<file path="src/rtl/cfgp_pkg.sv">
// Shared register numbers for the index/data configuration port.
// Assumes 8-bit register numbers; values are fixed by the block's decode.
package cfgp_pkg;
    localparam logic [7:0] REG_SEL     = 8'h10;
    localparam logic [7:0] REG_CHIP_HI = 8'h11;
    localparam logic [7:0] REG_CHIP_LO = 8'h12;
    localparam logic [7:0] REG_PIN     = 8'h13;
    localparam logic [7:0] REG_DEV_EN  = 8'h20;
    localparam logic [7:0] REG_BASE_HI = 8'h21;
    localparam logic [7:0] REG_BASE_LO = 8'h22;
    localparam logic [7:0] REG_IRQ     = 8'h23;
endpackage

</file>
<file path="src/rtl/cfgp_unlock.sv">
// Tracks the key sequence written to the index port and holds the open flag.
// Assumes idx_wr is one cycle per index-port write; data-port traffic is
// not seen here and so cannot break a sequence.
module cfgp_unlock #(
    parameter logic [7:0] UNLOCK_KEY = 8'h5A,
    parameter logic [7:0] LOCK_KEY   = 8'hA5
) (
    input  logic       clk,
    input  logic       rst_n,
    input  logic       idx_wr,
    input  logic [7:0] wdata,
    output logic       open,
    output logic       armed
);
    // Advance the two-step unlock sequence or close on the lock byte.
    always_ff @(posedge clk) begin
        if (!rst_n) begin
            open  <= 1'b0;
            armed <= 1'b0;
        end else if (idx_wr) begin
            if (open) begin
                if (wdata == LOCK_KEY) begin
                    open  <= 1'b0;
                    armed <= 1'b0;
                end
            end else if (wdata == UNLOCK_KEY) begin
                open  <= armed;
                armed <= !armed;
            end else begin
                armed <= 1'b0;
            end
        end
    end
endmodule

</file>
<file path="src/rtl/cfgp_dev_bank.sv">
// Register bank of one logical device: enable, 16-bit base, interrupt number.
// Assumes wr_en is already qualified by open state and device selection.
module cfgp_dev_bank
    import cfgp_pkg::*;
(
    input  logic        clk,
    input  logic        rst_n,
    input  logic        wr_en,
    input  logic [7:0]  reg_num,
    input  logic [7:0]  wdata,
    output logic        en,
    output logic [15:0] base,
    output logic [7:0]  irq,
    output logic [7:0]  rd_val
);
    // Store writes aimed at this bank's registers.
    always_ff @(posedge clk) begin
        if (!rst_n) begin
            en   <= 1'b0;
            base <= 16'h0000;
            irq  <= 8'h00;
        end else if (wr_en) begin
            case (reg_num)
                REG_DEV_EN:  en          <= wdata[0];
                REG_BASE_HI: base[15:8]  <= wdata;
                REG_BASE_LO: base[7:0]   <= wdata;
                REG_IRQ:     irq         <= wdata;
                default:     ;
            endcase
        end
    end

    // Present the addressed bank register for reads.
    always_comb begin
        case (reg_num)
            REG_DEV_EN:  rd_val = {7'b0, en};
            REG_BASE_HI: rd_val = base[15:8];
            REG_BASE_LO: rd_val = base[7:0];
            REG_IRQ:     rd_val = irq;
            default:     rd_val = 8'h00;
        endcase
    end
endmodule

</file>
<file path="src/rtl/cfgp_port.sv">
// Index/data configuration port: the unlock tracker gates access to global
// registers and to NDEV per-device banks chosen through a select register.
// Assumes bus_wr and bus_rd are never asserted in the same cycle.
module cfgp_port
    import cfgp_pkg::*;
#(
    parameter int         NDEV       = 2,
    parameter logic [7:0] CHIP_HI    = 8'hC3,
    parameter logic [7:0] CHIP_LO    = 8'h71,
    parameter logic [7:0] PIN_RST    = 8'h00,
    parameter logic [7:0] UNLOCK_KEY = 8'h5A,
    parameter logic [7:0] LOCK_KEY   = 8'hA5
) (
    input  logic                 clk,
    input  logic                 rst_n,
    input  logic                 bus_wr,
    input  logic                 bus_rd,
    input  logic                 bus_sel,
    input  logic [7:0]           bus_wdata,
    output logic [7:0]           bus_rdata,
    output logic                 cfg_open,
    output logic [NDEV-1:0]      dev_en,
    output logic [16*NDEV-1:0]   dev_base,
    output logic [8*NDEV-1:0]    dev_irq,
    output logic [7:0]           pin_sel
);
    localparam logic [7:0] NDEV_B = 8'(NDEV);

    logic       armed;
    logic [7:0] idx_q;
    logic [7:0] sel_q;
    logic [7:0] bank_rd [NDEV];
    logic [7:0] dev_val;
    logic [7:0] rd_val;
    logic       idx_wr;
    logic       dat_wr;

    assign idx_wr = bus_wr && !bus_sel;
    assign dat_wr = bus_wr && bus_sel && cfg_open;

    cfgp_unlock #(.UNLOCK_KEY(UNLOCK_KEY), .LOCK_KEY(LOCK_KEY)) u_unlock (
        .clk   (clk),
        .rst_n (rst_n),
        .idx_wr(idx_wr),
        .wdata (bus_wdata),
        .open  (cfg_open),
        .armed (armed)
    );

    // Load the index while open, except for the lock byte.
    always_ff @(posedge clk) begin
        if (!rst_n) begin
            idx_q <= 8'h00;
        end else if (idx_wr && cfg_open && bus_wdata != LOCK_KEY) begin
            idx_q <= bus_wdata;
        end
    end

    // Update the global writable registers through the data port.
    always_ff @(posedge clk) begin
        if (!rst_n) begin
            sel_q   <= 8'h00;
            pin_sel <= PIN_RST;
        end else if (dat_wr) begin
            if (idx_q == REG_SEL) sel_q   <= bus_wdata;
            if (idx_q == REG_PIN) pin_sel <= bus_wdata;
        end
    end

    for (genvar i = 0; i < NDEV; i++) begin : g_bank
        cfgp_dev_bank u_bank (
            .clk    (clk),
            .rst_n  (rst_n),
            .wr_en  (dat_wr && sel_q == 8'(i)),
            .reg_num(idx_q),
            .wdata  (bus_wdata),
            .en     (dev_en[i]),
            .base   (dev_base[16*i +: 16]),
            .irq    (dev_irq[8*i +: 8]),
            .rd_val (bank_rd[i])
        );
    end

    // Pick the read value of the selected device bank.
    always_comb begin
        dev_val = 8'h00;
        for (int i = 0; i < NDEV; i++) begin
            if (sel_q == 8'(i)) dev_val = bank_rd[i];
        end
        if (sel_q >= NDEV_B) dev_val = 8'h00;
    end

    // Form the read value from lock state, port and register number.
    always_comb begin
        if (!cfg_open) begin
            rd_val = 8'hFF;
        end else if (!bus_sel) begin
            rd_val = idx_q;
        end else begin
            case (idx_q)
                REG_SEL:     rd_val = sel_q;
                REG_CHIP_HI: rd_val = CHIP_HI;
                REG_CHIP_LO: rd_val = CHIP_LO;
                REG_PIN:     rd_val = pin_sel;
                default:     rd_val = dev_val;
            endcase
        end
    end

    // Capture read data on each read strobe.
    always_ff @(posedge clk) begin
        if (!rst_n) begin
            bus_rdata <= 8'hFF;
        end else if (bus_rd) begin
            bus_rdata <= rd_val;
        end
    end
endmodule

</file>
<file path="config.mk">
export PLATFORM = sky130hd
export DESIGN_NAME = cfgp_port
export DESIGN_NICKNAME = d
export VERILOG_FILES = /design/src/rtl/cfgp_pkg.sv /design/src/rtl/cfgp_unlock.sv /design/src/rtl/cfgp_dev_bank.sv /design/src/rtl/cfgp_port.sv
export SDC_FILE = /design/constraint.sdc
export NUM_CORES = 1
export LEC_CHECK = 0
export BUFFER_PORTS_ARGS = -buffer_cell sky130_fd_sc_hd__clkbuf_2
export CORE_MARGIN = 2
export CORE_UTILIZATION = 25
export CTS_CLUSTER_SIZE = 24
export DETAILED_ROUTE_END_ITERATION = 8
export GPL_ROUTABILITY_DRIVEN = 0
export MAX_ROUTING_LAYER = met4
export SKIP_CTS_REPAIR_TIMING = 1
export SYNTH_ARGS = -nofsm -noshare
export SYNTH_HDL_FRONTEND = slang
export SYNTH_SLANG_ARGS = --single-unit
</file>
<file path="constraint.sdc">
create_clock -name clk -period 1.76 [get_ports clk]
set_input_delay 0.088 -clock clk [delete_from_list [all_inputs] [get_ports clk]]
set_output_delay 0.088 -clock clk [all_outputs]
set_load 0.005 [all_outputs]
</file>
==> impl_metrics.json <==
{
  "status": "finished with violations",
  "violations": "setup timing",
  "p_total_uw": 4410,
  "synth-seq-area-share_pct": 42.1,
  "synth_compound_gate_area_share_pct": 10.1,
  "hold_viol": 0,
  "drv_slew": 0,
  "cp_cell_sequence": "nor4_4 -> nand4_2 -> buf_12 -> or4_1 -> a21oi_2",
  "worst_r2r_path_depth": 5,
  "syn_area_per_cell_um2": 9.53,
  "critPathMaxFanout": 13,
  "num_rows": 46,
  "drv_cap": 0,
  "area_delta_synth_final_pct": 32.7,
  "critPathCaptureType": "flip-flop",
  "dp_worst_setup_slack_ns": -0.0154,
  "portBuffers": 79,
  "pin_count": 80,
  "root_buffer": "clkbuf_16",
  "placed_cells": 727,
  "synth_fa_ha_area_share_pct": 0,
  "synth_top_cell_by_area": "dfxtp_1",
  "cts_tree": "yes",
  "clock_latency_ns": 0.35,
  "synth_ff_type": "dfxtp_1",
  "finalCritPeriodShare_pct": 100,
  "crit_end": "bus_rdata[1]",
  "max_stage_delay_ns": 0.55,
  "power_leakage_uw": 0.00227,
  "clockBufferDepth": 2,
  "final_cells": 744,
  "clkSinkCount": 84,
  "cts_buffers": 9,
  "fin_skew_ns": 0.00866,
  "grt_first_pass_wirelength_um": 20100,
  "n_antenna_cell": 0,
  "die-area_um2": 17000,
  "totalWireLength_um": 13100,
  "slew_headroom_pct": 75.6,
  "route.detailed.drc": 0,
  "synth-xor-area-share_pct": 0,
  "worst_ep_required_time_ns": 2.04,
  "cp-startpoint": "idx_q[6]",
  "fp.dieH_um": 130,
  "yosysTopAreaCellShare_pct": 42.1,
  "cp.arrival_ns": 2.05,
  "synth_top_family_by_area": "multiplexers",
  "hpwl_um": 9970,
  "grt_pass1_vias": 3509,
  "die_w_um": 130,
  "synth_area_leaders": "dfxtp_1, mux2i_1, nand2_1",
  "grt_max_degree": 38,
  "synth-async-reset-ratio_pct": 0,
  "start_util_pct": 25.3,
  "yosys.area_share.simple_pct": 22.0,
  "fin_crit_ns": 1.77,
  "rsz0062_at_grt": "yes",
  "p_per_area_nw_per_um2": 831,
  "layout_setup_ws_ns": -0.00842,
  "antenna_found_initial": 0,
  "synth_seq_cells": 84,
  "yosys_warnings": 0,
  "placed_cell_area_um2": 4910,
  "crit_type": "flip-flop to flip-flop",
  "dr.pass1.iters": 5,
  "fmax_mhz": 565,
  "synthesis.nets": 432,
  "start_kind": "flip-flop",
  "crit_slowest_cell": "or4_1",
  "worst_pin_slew_ns": 0.356,
  "final_nets": 536,
  "r2r_slack_ns": -0.008,
  "yosysUniqueCellTypes": 41,
  "grt_usage_pct": 16.1,
  "setup_viol": 2,
  "gr-total-overflow": 0,
  "coreArea_um2": 15800,
  "vias": 3577,
  "netlist_area_um2": 3990,
  "min_path_cells": 2,
  "synth_edf_count": 0,
  "drt-vias-per-instance": 4.81,
  "synth_mux_area_share_pct": 22.3,
  "rr_endpoint": "bus_rdata[1]",
  "layout-drive-gt1-share_pct": 32.6,
  "postSynthCellCount": 419,
  "h-tree-depth": 3,
  "clk_pin_slew_ns": 0.07,
  "post_drt_wl_per_cell_um": 17.6,
  "hold_path_class": "input pin to flip-flop",
  "reg2reg_from": "idx_q[6]",
  "ant_nets": 0,
  "ir_drop_uv": 417,
  "stdcell_area_um2": 5300,
  "drtIter0Drc": 219
}
==> registers in the layout, summed over array words and instances, names as in the netlist <==
| register | cells |
|---|---|
| g_bank.u_bank.base | 32 |
| g_bank.u_bank.irq | 16 |
| bus_rdata | 8 |
| idx_q | 8 |
| pin_sel | 8 |
| sel_q | 8 |
| g_bank.u_bank.en | 2 |
| u_unlock.armed | 1 |
| u_unlock.open | 1 |
==> synthesized netlist by cell type, drive strengths merged (3+ instances only) <==
cell	count
dfxtp	84
nor2	13
a21oi	4
clkbuf	23
nand4	6
nand3	11
buf	7
a21boi	5
a221oi	15
o21ai	6
a31oi	12
nand2	70
inv	4
mux2i	70
nor2b	30
nor3	8
or4	7
mux2	17
and3	3
==> report_power, final <==
part	internal [µW]	switching (µW)	total, µW
Sequential	1910	12.3	1920
Clock	1410	859	2270
Combinational	73.9	139	213
==> critical path: cells and delay by family, from the launching register on <==
family          cells  cell delay [ns]
simple gates        3             1.02
flops               1             0.34
compound gates      1             0.15
buf+inv             1             0.19
==> worst min-delay path by stage <==
stage	startpoint	endpoint
after floorplan	bus_wdata[6]	idx_q[6]
after global placement	rst_n	sel_q[2]
after detailed placement	rst_n	sel_q[2]
after CTS	rst_n	sel_q[2]
after global routing	rst_n	sel_q[1]
final	rst_n	sel_q[2]
==> stage by stage <==
step | utilization, % | hold slack (ns) | setup TNS (ns)
2_1_floorplan | - | 0.237 | -0.0685
3_3_place_gp | 31.1 | 0.396 | 0
3_5_place_dp | 31.1 | 0.404 | -0.0154
4_1_cts | 33.4 | 0.0551 | -0.0326
5_1_grt | 33.6 | 0.0792 | -0.411
6_report | 33.6 | 0.0535 | -0.0161
==> layout by cell type, fill, tap and decap left out, drive strengths merged, types with 2 or more instances in the layout <==
cell	synthesis	layout
clkbuf	23	88
dfxtp	84	84
nand2	70	70
mux2i	70	70
buf	7	44
nor2b	30	30
mux2	17	17
a221oi	15	15
nor2	13	13
a31oi	12	12
nand3	11	11
nor3	8	8
or4	7	7
inv	4	7
o21ai	6	6
nand4	6	6
a21boi	5	5
a21oi	4	4
and3	3	3
bufinv	0	3
nand4bb	2	2
nand2b	2	2
a22o	2	2
o21a	2	2
o32a	2	2
nor4	2	2
and2	2	2
o211ai	2	2
==> layer usage <==
layer,wire (µm),global-route usage (%),vias up,part of all wire [%]
met5,0,-,-,0
met3,649,2.16,22,5.0
li1,-,-,1719,-
met4,403,8.32,0,3.1
met1,5750,20.1,1725,44
met2,6290,25.7,111,48
==> layout make-up <==
cell class	instances	area [µm²]
Inverter	4	18.8
Clock inverter	7	128
Multi-Input combinational cell	301	2190
Fill cell	1636	10500
Sequential cell	84	1680
Clock buffer	9	225
Timing Repair Buffer	123	787
Tap cell	216	270
==> cells by family after synthesis <==
family / Yosys count
and+or+nand+nor: 160
muxes: 87
DFF: 84
AOI/OAI and AO/OA: 54
buffers and inverters: 34
Power figures use the tool's default switching activity.
